===== src/rtl/swctl_pkg.sv =====
package swctl_pkg;

  localparam int NREG      = 3;
  localparam int PTR_W     = $clog2(NREG);
  localparam int NPORT     = 3;
  localparam int SYNC_DEPTH = 2;

  localparam logic [5:0] ADDR_UPPER = 6'b101010;

  localparam logic [7:0] REG0_RST   = 8'h20;
  localparam logic [7:0] REG2_RST   = 8'h12;
  localparam logic [2:0] TERM_RST   = 3'b111;
  localparam logic       DDCSEL_RST = 1'b0;

  localparam logic [PTR_W-1:0] STATUS_IDX = PTR_W'(1);

  typedef enum logic [2:0] {
    BS_IDLE,
    BS_RX,
    BS_ACK_WAIT,
    BS_ACK_DRV,
    BS_TX,
    BS_TX_ACK,
    BS_TX_NEXT
  } bus_state_e;

  typedef enum logic [1:0] {
    BK_ADDR,
    BK_PTR,
    BK_DATA
  } byte_kind_e;

endpackage


===== src/rtl/swctl_sync.sv =====
module swctl_sync #(
  parameter int WIDTH  = 1,
  parameter int STAGES = 2
) (
  input  logic             clk,
  input  logic             rst_n,
  input  logic [WIDTH-1:0] d_i,
  output logic [WIDTH-1:0] q_o
);

  logic [WIDTH-1:0] chain [STAGES];

  always_ff @(posedge clk or negedge rst_n) begin
    if (!rst_n) chain[0] <= '0;
    else        chain[0] <= d_i;
  end

  for (genvar s = 1; s < STAGES; s++) begin : g_stage
    always_ff @(posedge clk or negedge rst_n) begin
      if (!rst_n) chain[s] <= '0;
      else        chain[s] <= chain[s-1];
    end
  end

  assign q_o = chain[STAGES-1];

endmodule


===== src/rtl/swctl_bus.sv =====
module swctl_bus
  import swctl_pkg::*;
(
  input  logic       clk,
  input  logic       rst_n,
  input  logic       scl_s,
  input  logic       sda_s,
  input  logic       strap_i,
  input  logic [7:0] rd_data_i,
  output logic       sda_pull_o,
  output logic       wr_ptr_stb_o,
  output logic       wr_data_stb_o,
  output logic [7:0] wr_byte_o,
  output logic       rd_ack_stb_o,
  output logic       start_det_o,
  output logic       stop_det_o
);

  bus_state_e state_q, state_n;
  byte_kind_e kind_q, kind_n;
  logic [2:0] cnt_q, cnt_n;
  logic [7:0] sh_q, sh_n;
  logic       rw_q, rw_n;
  logic       scl_d, sda_d;

  logic scl_rise, scl_fall, start_c, stop_c;
  logic [7:0] rx_byte;

  assign scl_rise = scl_s & ~scl_d;
  assign scl_fall = ~scl_s & scl_d;
  assign start_c  = scl_s & scl_d & sda_d & ~sda_s;
  assign stop_c   = scl_s & scl_d & ~sda_d & sda_s;
  assign rx_byte  = {sh_q[6:0], sda_s};

  always_comb begin
    state_n       = state_q;
    kind_n        = kind_q;
    cnt_n         = cnt_q;
    sh_n          = sh_q;
    rw_n          = rw_q;
    wr_ptr_stb_o  = 1'b0;
    wr_data_stb_o = 1'b0;
    rd_ack_stb_o  = 1'b0;
    if (start_c) begin
      state_n = BS_RX;
      kind_n  = BK_ADDR;
      cnt_n   = '0;
    end else if (stop_c) begin
      state_n = BS_IDLE;
    end else begin
      unique case (state_q)
        BS_IDLE: ;
        BS_RX: begin
          if (scl_rise) begin
            sh_n  = rx_byte;
            cnt_n = cnt_q + 3'd1;
            if (cnt_q == 3'd7) begin
              unique case (kind_q)
                BK_ADDR: begin
                  if (rx_byte[7:1] == {ADDR_UPPER, strap_i}) begin
                    rw_n    = rx_byte[0];
                    state_n = BS_ACK_WAIT;
                  end else begin
                    state_n = BS_IDLE;
                  end
                end
                BK_PTR: begin
                  wr_ptr_stb_o = 1'b1;
                  state_n      = BS_ACK_WAIT;
                end
                default: begin
                  wr_data_stb_o = 1'b1;
                  state_n       = BS_ACK_WAIT;
                end
              endcase
            end
          end
        end
        BS_ACK_WAIT: begin
          if (scl_fall) state_n = BS_ACK_DRV;
        end
        BS_ACK_DRV: begin
          if (scl_fall) begin
            cnt_n = '0;
            if (kind_q == BK_ADDR && rw_q) begin
              state_n = BS_TX;
              sh_n    = rd_data_i;
            end else begin
              state_n = BS_RX;
              kind_n  = (kind_q == BK_ADDR) ? BK_PTR : BK_DATA;
            end
          end
        end
        BS_TX: begin
          if (scl_fall) begin
            cnt_n = cnt_q + 3'd1;
            if (cnt_q == 3'd7) state_n = BS_TX_ACK;
            else               sh_n    = {sh_q[6:0], 1'b0};
          end
        end
        BS_TX_ACK: begin
          if (scl_rise) begin
            if (!sda_s) begin
              rd_ack_stb_o = 1'b1;
              state_n      = BS_TX_NEXT;
            end else begin
              state_n = BS_IDLE;
            end
          end
        end
        BS_TX_NEXT: begin
          if (scl_fall) begin
            sh_n    = rd_data_i;
            cnt_n   = '0;
            state_n = BS_TX;
          end
        end
        default: state_n = BS_IDLE;
      endcase
    end
  end

  always_ff @(posedge clk or negedge rst_n) begin
    if (!rst_n) begin
      state_q <= BS_IDLE;
      kind_q  <= BK_ADDR;
      cnt_q   <= '0;
      sh_q    <= '0;
      rw_q    <= 1'b0;
      scl_d   <= 1'b1;
      sda_d   <= 1'b1;
    end else begin
      state_q <= state_n;
      kind_q  <= kind_n;
      cnt_q   <= cnt_n;
      sh_q    <= sh_n;
      rw_q    <= rw_n;
      scl_d   <= scl_s;
      sda_d   <= sda_s;
    end
  end

  assign sda_pull_o  = (state_q == BS_ACK_DRV) | ((state_q == BS_TX) & ~sh_q[7]);
  assign wr_byte_o   = rx_byte;
  assign start_det_o = start_c;
  assign stop_det_o  = stop_c;

endmodule


===== src/rtl/swctl_regs.sv =====
module swctl_regs
  import swctl_pkg::*;
#(
  parameter int STAGES = SYNC_DEPTH
) (
  input  logic             clk,
  input  logic             rst_n,
  input  logic             wr_ptr_stb_i,
  input  logic             wr_data_stb_i,
  input  logic [7:0]       wr_byte_i,
  input  logic             rd_ack_stb_i,
  input  logic [NPORT-1:0] pwr_s,
  output logic [7:0]       rd_data_o,
  output logic [7:0]       cfg0_o,
  output logic [7:0]       cfg1_o,
  output logic [7:0]       cfg2_o,
  output logic             flag_o,
  output logic [PTR_W-1:0] ptr_o,
  output logic             pwr_edge_o
);

  localparam int ARM_MAX = STAGES + 1;
  localparam int ARM_W   = $clog2(ARM_MAX + 1);

  logic [7:0]       r0_q, r0_n, r2_q, r2_n;
  logic [2:0]       term_q, term_n;
  logic             ddc_q, ddc_n;
  logic [PTR_W-1:0] ptr_q, ptr_n;
  logic             flag_q, flag_n;
  logic [NPORT-1:0] pwr_d;
  logic [ARM_W-1:0] arm_q, arm_n;
  logic             armed;
  logic [7:0]       view [NREG];

  function automatic logic [PTR_W-1:0] ptr_inc(input logic [PTR_W-1:0] p);
    return (p == PTR_W'(NREG - 1)) ? '0 : p + PTR_W'(1);
  endfunction

  assign armed      = (arm_q == ARM_W'(ARM_MAX));
  assign pwr_edge_o = armed & (|(pwr_s ^ pwr_d));

  assign view[0] = r0_q;
  assign view[1] = {term_q, pwr_s, flag_q, ddc_q};
  assign view[2] = r2_q;

  always_comb begin
    r0_n   = r0_q;
    r2_n   = r2_q;
    term_n = term_q;
    ddc_n  = ddc_q;
    ptr_n  = ptr_q;
    arm_n  = armed ? arm_q : arm_q + ARM_W'(1);
    if (wr_ptr_stb_i) begin
      ptr_n = (wr_byte_i < 8'(NREG)) ? wr_byte_i[PTR_W-1:0] : '0;
    end else if (wr_data_stb_i) begin
      unique case (ptr_q)
        PTR_W'(0): r0_n = wr_byte_i;
        PTR_W'(1): begin
          term_n = wr_byte_i[7:5];
          ddc_n  = wr_byte_i[0];
        end
        default:   r2_n = wr_byte_i;
      endcase
      ptr_n = ptr_inc(ptr_q);
    end else if (rd_ack_stb_i) begin
      ptr_n = ptr_inc(ptr_q);
    end
    flag_n = pwr_edge_o | (flag_q & ~(rd_ack_stb_i & (ptr_q == STATUS_IDX)));
  end

  always_ff @(posedge clk or negedge rst_n) begin
    if (!rst_n) begin
      r0_q   <= REG0_RST;
      r2_q   <= REG2_RST;
      term_q <= TERM_RST;
      ddc_q  <= DDCSEL_RST;
      ptr_q  <= '0;
      flag_q <= 1'b0;
      pwr_d  <= '0;
      arm_q  <= '0;
    end else begin
      r0_q   <= r0_n;
      r2_q   <= r2_n;
      term_q <= term_n;
      ddc_q  <= ddc_n;
      ptr_q  <= ptr_n;
      flag_q <= flag_n;
      pwr_d  <= pwr_s;
      arm_q  <= arm_n;
    end
  end

  always_comb begin
    rd_data_o = view[0];
    for (int i = 1; i < NREG; i++) begin
      if (ptr_q == PTR_W'(i)) rd_data_o = view[i];
    end
  end

  assign cfg0_o = view[0];
  assign cfg1_o = view[1];
  assign cfg2_o = view[2];
  assign flag_o = flag_q;
  assign ptr_o  = ptr_q;

endmodule


===== src/rtl/swctl_i2c_regs.sv =====
module swctl_i2c_regs
  import swctl_pkg::*;
(
  input  logic       clk,
  input  logic       rst_n,
  input  logic       scl_i,
  input  logic       sda_i,
  input  logic       addr_lsb_i,
  input  logic [2:0] pwr_det_i,
  output logic       sda_pull_o,
  output logic       int_pull_o,
  output logic [7:0] cfg0_o,
  output logic [7:0] cfg1_o,
  output logic [7:0] cfg2_o
);

  logic [1:0]       bus_s;
  logic [NPORT-1:0] pwr_s;
  logic [7:0]       rd_data, wr_byte;
  logic             wr_ptr_stb, wr_data_stb, rd_ack_stb;
  logic             start_det, stop_det, pwr_edge, flag;
  logic [PTR_W-1:0] ptr;

  swctl_sync #(.WIDTH(2), .STAGES(SYNC_DEPTH)) u_bus_sync (
    .clk(clk), .rst_n(rst_n), .d_i({scl_i, sda_i}), .q_o(bus_s)
  );

  swctl_sync #(.WIDTH(NPORT), .STAGES(SYNC_DEPTH)) u_pwr_sync (
    .clk(clk), .rst_n(rst_n), .d_i(pwr_det_i), .q_o(pwr_s)
  );

  swctl_bus u_bus (
    .clk(clk), .rst_n(rst_n),
    .scl_s(bus_s[1]), .sda_s(bus_s[0]), .strap_i(addr_lsb_i),
    .rd_data_i(rd_data), .sda_pull_o(sda_pull_o),
    .wr_ptr_stb_o(wr_ptr_stb), .wr_data_stb_o(wr_data_stb),
    .wr_byte_o(wr_byte), .rd_ack_stb_o(rd_ack_stb),
    .start_det_o(start_det), .stop_det_o(stop_det)
  );

  swctl_regs #(.STAGES(SYNC_DEPTH)) u_regs (
    .clk(clk), .rst_n(rst_n),
    .wr_ptr_stb_i(wr_ptr_stb), .wr_data_stb_i(wr_data_stb),
    .wr_byte_i(wr_byte), .rd_ack_stb_i(rd_ack_stb), .pwr_s(pwr_s),
    .rd_data_o(rd_data), .cfg0_o(cfg0_o), .cfg1_o(cfg1_o), .cfg2_o(cfg2_o),
    .flag_o(flag), .ptr_o(ptr), .pwr_edge_o(pwr_edge)
  );

  assign int_pull_o = flag;

endmodule


===== config.mk =====
export PLATFORM = sky130hd
export DESIGN_NAME = swctl_i2c_regs
export DESIGN_NICKNAME = d
export VERILOG_FILES = /design/src/rtl/swctl_pkg.sv /design/src/rtl/swctl_sync.sv /design/src/rtl/swctl_bus.sv /design/src/rtl/swctl_regs.sv /design/src/rtl/swctl_i2c_regs.sv
export SDC_FILE = /design/constraint.sdc
export NUM_CORES = 1
export LEC_CHECK = 0
export CORE_UTILIZATION = 50
export DETAILED_ROUTE_END_ITERATION = 16
export GPL_ROUTABILITY_DRIVEN = 0
export GPL_TIMING_DRIVEN = 0
export HOLD_SLACK_MARGIN = 0.05
export PLACE_DENSITY = 0.81
export SLEW_MARGIN = 15
export SYNTH_ARGS = -nofsm -noshare
export SYNTH_HDL_FRONTEND = slang
export SYNTH_SLANG_ARGS = --single-unit

===== constraint.sdc =====
create_clock -name clk -period 2.4 [get_ports clk]
set_clock_uncertainty 0.15 [all_clocks]
set_input_delay 0.24 -clock clk [delete_from_list [all_inputs] [get_ports clk]]
set_output_delay 0.24 -clock clk [all_outputs]
set_load 0.05 [all_outputs]

# After elaboration in Yosys (flattened, before gate mapping)
# Index checks and enable logic that the tools add are counted.
# W data, S select, Z words.
dict set report word_totals {
  ff_bits 57
  in_bits 8
  output_inout_bits 26
  wordCells 158
}
dict set report op_classes {
  add_sub_neg 3
  n_lt_le_gt_ge 1
  n_eq_ne 32
  mux 58
  bitwise_logic 24
  reduce_logical 21
}
# operator count
set ops {}
lappend ops {{$mux W8} 8}
lappend ops {{$mux W3} 17}
lappend ops {{$ne A4 B3 Y1 const B} 8}
lappend ops {{$pmux W8 S4} 1}
lappend ops {{$mux W2} 13}
lappend ops {{$pmux W3 S7} 1}
lappend ops {{$reduce_and A9 Y1} 2}
lappend ops {{$mux W1} 17}
lappend ops {{$eq A3 B3 Y1 const B} 4}
lappend ops {{$and A1 B1 Y1} 11}
lappend ops {{$ne A2 B1 Y1 const B} 5}
lappend ops {{$not A1 Y1} 10}
lappend ops {{$pmux W3 S3} 1}
lappend ops {{$reduce_and A3 Y1} 3}
lappend ops {{$lt A8 B2 Y1 const B} 1}
lappend ops {{$reduce_bool A4 Y1} 2}
lappend ops {{$eq A7 B7 Y1} 1}
lappend ops {{$reduce_and A7 Y1} 1}
lappend ops {{$eq A3 B2 Y1 const B} 2}
lappend ops {{$ne A2 B2 Y1 const B} 3}
lappend ops {{$ne A3 B2 Y1 const B} 2}
lappend ops {{$reduce_or A2 Y1} 3}
lappend ops {{$reduce_and A5 Y1} 1}
lappend ops {{$add A2 B1 Y2 const B} 2}
lappend ops {{other kinds (15)} 20}

# Depth between registers and ports, before layout
dict set report logic_depth {
  word_depth 10
  mapped_depth 9
  mapped_depth_nobuf 7
}

# Hierarchy
# From an unflattened synthesis, not the netlist that was laid out.
dict set report hier_totals {
  cells_unflattened 263
  hier_area_um2 3074.2
}
# mod n_inst cells_each area_each_um2
set modules_own_cells {}
lappend modules_own_cells {swctl_regs 1 117 1460.2}
lappend modules_own_cells {swctl_bus 1 131 1326.3}
lappend modules_own_cells {{swctl_sync (u_pwr_sync)} 1 9 172.7}
lappend modules_own_cells {{swctl_sync (u_bus_sync)} 1 6 115.1}

# Worst setup path after synthesis
# No wires, ideal clock.
dict set report synth_path {
  path_kind {reg-to-output}
  startpoint {register u_bus.state_q[2]}
  endpoint {output sda_pull_o}
  arrival_ns 1.968
  t_required_ns 2.010
  slack_ns 0.042
  stages_incl_launch_ff 4
  n_path_buf 1
  cell_sequence {dfrtp_1 > clkbuf_1 > nand2_1 > o31ai_1}
}
dict set report synth_between {
  elab_chain_len 3
  word_cells_on_any_way 4
  cone_classes {2 x eq/ne; 2 x bitwise}
}
# item line
set synth_lines {}
lappend synth_lines {{start: declaration} swctl_bus.sv:19} ;# bus_state_e state_q, state_n;
lappend synth_lines {{start signal: assignment} swctl_bus.sv:133} ;# state_q <= state_n;
lappend synth_lines {{$eq A3 B3 Y1} swctl_bus.sv:143} ;# assign sda_pull_o = (state_q == BS_ACK_DRV) | ((state_q == BS_TX) & ~sh_q[7]);
lappend synth_lines {{$and A1 B1 Y1} swctl_bus.sv:143}
lappend synth_lines {{$or A1 B1 Y1 *} swctl_bus.sv:143}
lappend synth_lines {{end: declaration} swctl_i2c_regs.sv:10} ;# output logic sda_pull_o,
# Mark *: on every way between the ends. The rest lies on a longest branch, timed or not.

# Final worst setup path
dict set report layout_path {
  startpoint {register u_bus.state_q[1]}
  endpoint {register u_bus.rw_q}
}
dict set report layout_between {
  elab_chain_len 2
}
# item line
set layout_lines {}
lappend layout_lines {{$eq A3 B1 Y1} swctl_bus.sv:51} ;# unique case (state_q)
lappend layout_lines {{$reduce_and A7 Y1 (no line)} -}
lappend layout_lines {{end signal: assignment} swctl_bus.sv:137} ;# rw_q <= rw_n;
lappend layout_lines {{end: declaration} swctl_bus.sv:23} ;# logic rw_q, rw_n;
# No other way between the ends.
# A chain may end at the register's enable or synchronous reset.

==> run summary <==
Syn Area/Cell: 11.1 µm²
M1 GR Usage: 0.309
Max Freq: 436 MHz
TritonCTS clock tree: built
H-tree Lvls: 3
Latest clock arrival within the worst-skew pair: 0.33 ns
Final setup vio count: 0
Pleak: 0.00141 µW
Syn-to-layout area delta: 22.5%
Worst-path clk slew: 0.06 ns
I/O pin count: 34
Clock Power Share: 0.284
Clock Sinks: 57
Worst path required time: 2.47 ns
Logic gate share of total power: 0.306
Outcome: finished clean
Post-synthesis sequential area ratio: 0.511
Pwr Density: 895 nW/µm²
Port Buffers: 33
Drt drc: 0
Internal power: 1950 µW
Diodes inserted: 0
Worst slew margin: 0.523
Multi-input combinational cell area: 1290 µm²
Final Hold Vio Count: 0
Maximum Capacitance Violations: 0
Gr usage total: 0.226
Crit start category: flop
Starting density of the core: 0.533
Die W: 77.0 µm
CORE AREA: 5270 µm²
Setup TNS: 0 ns
Critical path type: flop to flop
Register Area: 1440 µm²
Synth warn: 0
Fillers: 422
Initial antenna violation count: 0
Worst Tran Pin Value: 0.715 ns
Nets: 310
Vias: 2176
Flop pwr share: 0.410
Final ANT Viol Nets: 0
Cells after Synth: 254
Number of detailed-route iterations in the first pass: 4
Synth unique cells: 45
Net Switching: 1130 µW
DR iter-0 viols: 264
Post-Syn Area: 2810 µm²
Power consumption: 3080 µW
First-pass GRT wire length: 10.3 mm
Vias per inst: 5.82
Routed WL: 6.12 mm
Layout cells sized above 1: 0.197
Largest net degree at the start of global routing: 58
Met3 Usage GRT: 0.0595
Final Cycle Share: 0.955
Crit-path max FO: 7
CTS Root Cell: clkbuf_8
FP Rows: 26
Clock Path Buffers: 2
Busiest layer in global routing: met2
Detailed placer's ending HPWL: 4.14 mm
Die ar.: 5930 µm²
VDD IR max: 563 µV
Die height: 77.0 µm
Cts bufs inserted: 9
Syn_nets: 265
Yosys reg bits: 57
Pins Over Slew Limit: 0
Arrival @ worst endpoint: 2.36 ns
Critical path endpoint category: flop
GR Layer Usage met2: 0.344
Routed wire length per instance: 16.4 µm
Switching Fraction: 0.366
Worst min path class: flop to flop
Gr ovfl total: 0
Final min period: 2.29 ns
Vias in the first global route: 2043
==> cells in the mapped netlist <==
library cell	number	area [µm²]
a2111o_1	2	22.5
a2111oi_0	3	26.3
a211oi_1	16	120
a21boi_0	1	7.51
a21oi_1	17	85.1
a221oi_1	2	17.5
a22o_1	3	26.3
a22oi_1	2	15.0
a31oi_1	3	18.8
a32oi_1	1	8.76
and2_1	1	6.26
and2b_1	1	7.51
and3_1	2	12.5
and3b_1	1	8.76
buf_2	2	10.0
buf_4	5	37.5
clkbuf_1	12	45.0
dfrtp_1	49	1230
dfstp_2	8	210
ha_1	3	37.5
inv_1	2	7.51
mux2_1	1	11.3
mux2_2	22	248
mux2i_1	12	120
nand2_1	13	48.8
nand2b_1	4	25.0
nand3_1	7	35.0
nand3b_1	2	15.0
nand4_1	1	6.26
nor2_1	8	30.0
nor2b_1	14	87.6
nor3_1	4	20.0
nor3b_1	2	15.0
nor3b_4	1	18.8
o211ai_1	1	7.51
o21ai_0	13	65.1
o21ai_1	1	5.00
o21bai_1	1	7.51
o22ai_1	1	6.26
o2bb2ai_1	2	17.5
o31ai_1	1	7.51
or3_1	1	6.26
or4_1	1	7.51
xnor2_1	4	35.0
xor2_1	1	8.76
==> power groups by stage <==
stage               Clock (µW)  Combinational (µW)  Sequential (µW)
floorplan                    0                 689             1220
global placement             0                 893             1270
detailed placement           0                 909             1270
CTS                        893                 915             1260
global route               940                1040             1280
finish                     876                 945             1260
==> final cells by class <==
class,instances,share of cell area
Sequential cell,57,0.417
Multi-Input combinational cell,176,0.373
Timing Repair Buffer,35,0.101
Clock buffer,13,0.0432
Buffer,18,0.0265
Tap cell,70,0.0254
Clock inverter,3,0.0116
Inverter,2,0.00218
==> kinds of logic (layout without fill, tap and decap cells) <==
group                      Yosys count  in the layout  share of synthesized area
AOI/OAI and AO/OA                   70             70                      0.165
and+or+nand+nor                     63             63                      0.125
adders and majority gates            3              3                     0.0134
buffers and inverters               21             71                     0.0356
muxes                               35             35                      0.135
xor gates and xnor gates             5              5                     0.0156
DFF                                 57             57                      0.511
==> sequential cells by signal, indices dropped and copies added, names as in the netlist <==
| signal | cells |
|---|---|
| u_bus.sh_q | 8 |
| u_regs.ptr_o | 2 |
| u_regs.cfg0_o | 8 |
| u_bus.state_q | 3 |
| u_bus.rw_q | 1 |
| u_pwr_sync.q_o | 3 |
| u_bus.cnt_q | 3 |
| u_regs.pwr_d | 3 |
| u_regs.ddc_q | 1 |
| u_regs.arm_q | 2 |
| u_regs.flag_o | 1 |
| u_pwr_sync.chain | 3 |
| u_bus.scl_d | 1 |
| u_bus.sda_d | 1 |
| u_regs.cfg2_o | 8 |
| u_bus_sync.q_o | 2 |
| u_regs.term_q | 3 |
| u_bus_sync.chain | 2 |
| u_bus.kind_q | 2 |
==> worst paths after layout <==
kind	startpoint	end	slack [ns]	cells after the start
min in group asynchronous	rst_n	u_bus.kind_q[1]	0.33	2
worst min-delay path	u_pwr_sync.chain[5]	u_pwr_sync.q_o[2]	0.20	0
worst max-delay path	u_bus.state_q[1]	u_bus.rw_q	0.11	6
worst min register to register	u_pwr_sync.chain[5]	u_pwr_sync.q_o[2]	0.20	0
worst max register to register	u_bus.state_q[1]	u_bus.rw_q	0.11	6
max in group asynchronous	rst_n	u_bus.kind_q[0]	1.27	2
==> placed cells by master, fill, tap and decap left out, types with 8 or more instances in the layout <==
master	count
mux2i_1	12
nand2_1	13
clkdlybuf4s50_1	31
mux2_2	22
clkbuf_8	10
nor2b_1	12
a21oi_1	17
o21ai_0	13
clkbuf_1	12
nor2_1	8
a211oi_1	16
dfrtp_1	49
dfstp_2	8
==> what timing repair did <==
| item | 4_1_cts | 5_1_grt |
|---|---|---|
| hold endpoints to repair | 49 | 0 |
| buffers inserted | 0 | 1 |
| resized for setup | 5 | 6 |
| hold buffers | 1 | 0 |
| cloned | 0 | 0 |
| endpoints found under the setup margin | 10 | 11 |
==> per-stage QoR <==
stage	cell area [µm²]	hold WS, ns	util	setup WS, ns	instances
floorplan	2810	-0.206	-	0.0418	254
global placement	3230	0.182	0.613	-0.730	357
detailed placement	3230	0.185	0.612	-0.0481	357
CTS	3420	0.192	0.650	0.0702	373
global route	3440	0.194	0.654	-0.0129	374
finish	3440	0.197	0.654	0.109	374
==> per-layer routing <==
| metal | wire [µm] | vias up |
|---|---|---|
| met5 | 0 | - |
| met4 | 81 | 0 |
| met3 | 444 | 8 |
| met2 | 2820 | 88 |
| met1 | 2780 | 1060 |
| li1 | - | 1020 |
==> critical path, stage by stage, from the launching register on <==
cell	delay (ns)
dfrtp_1	0.48
nor3b_4	0.30
and3_1	0.19
buf_2	0.13
nand2_1	0.07
or4_1	0.54
mux2_1	0.32
No activity file was read; power rests on OpenSTA's default activity.
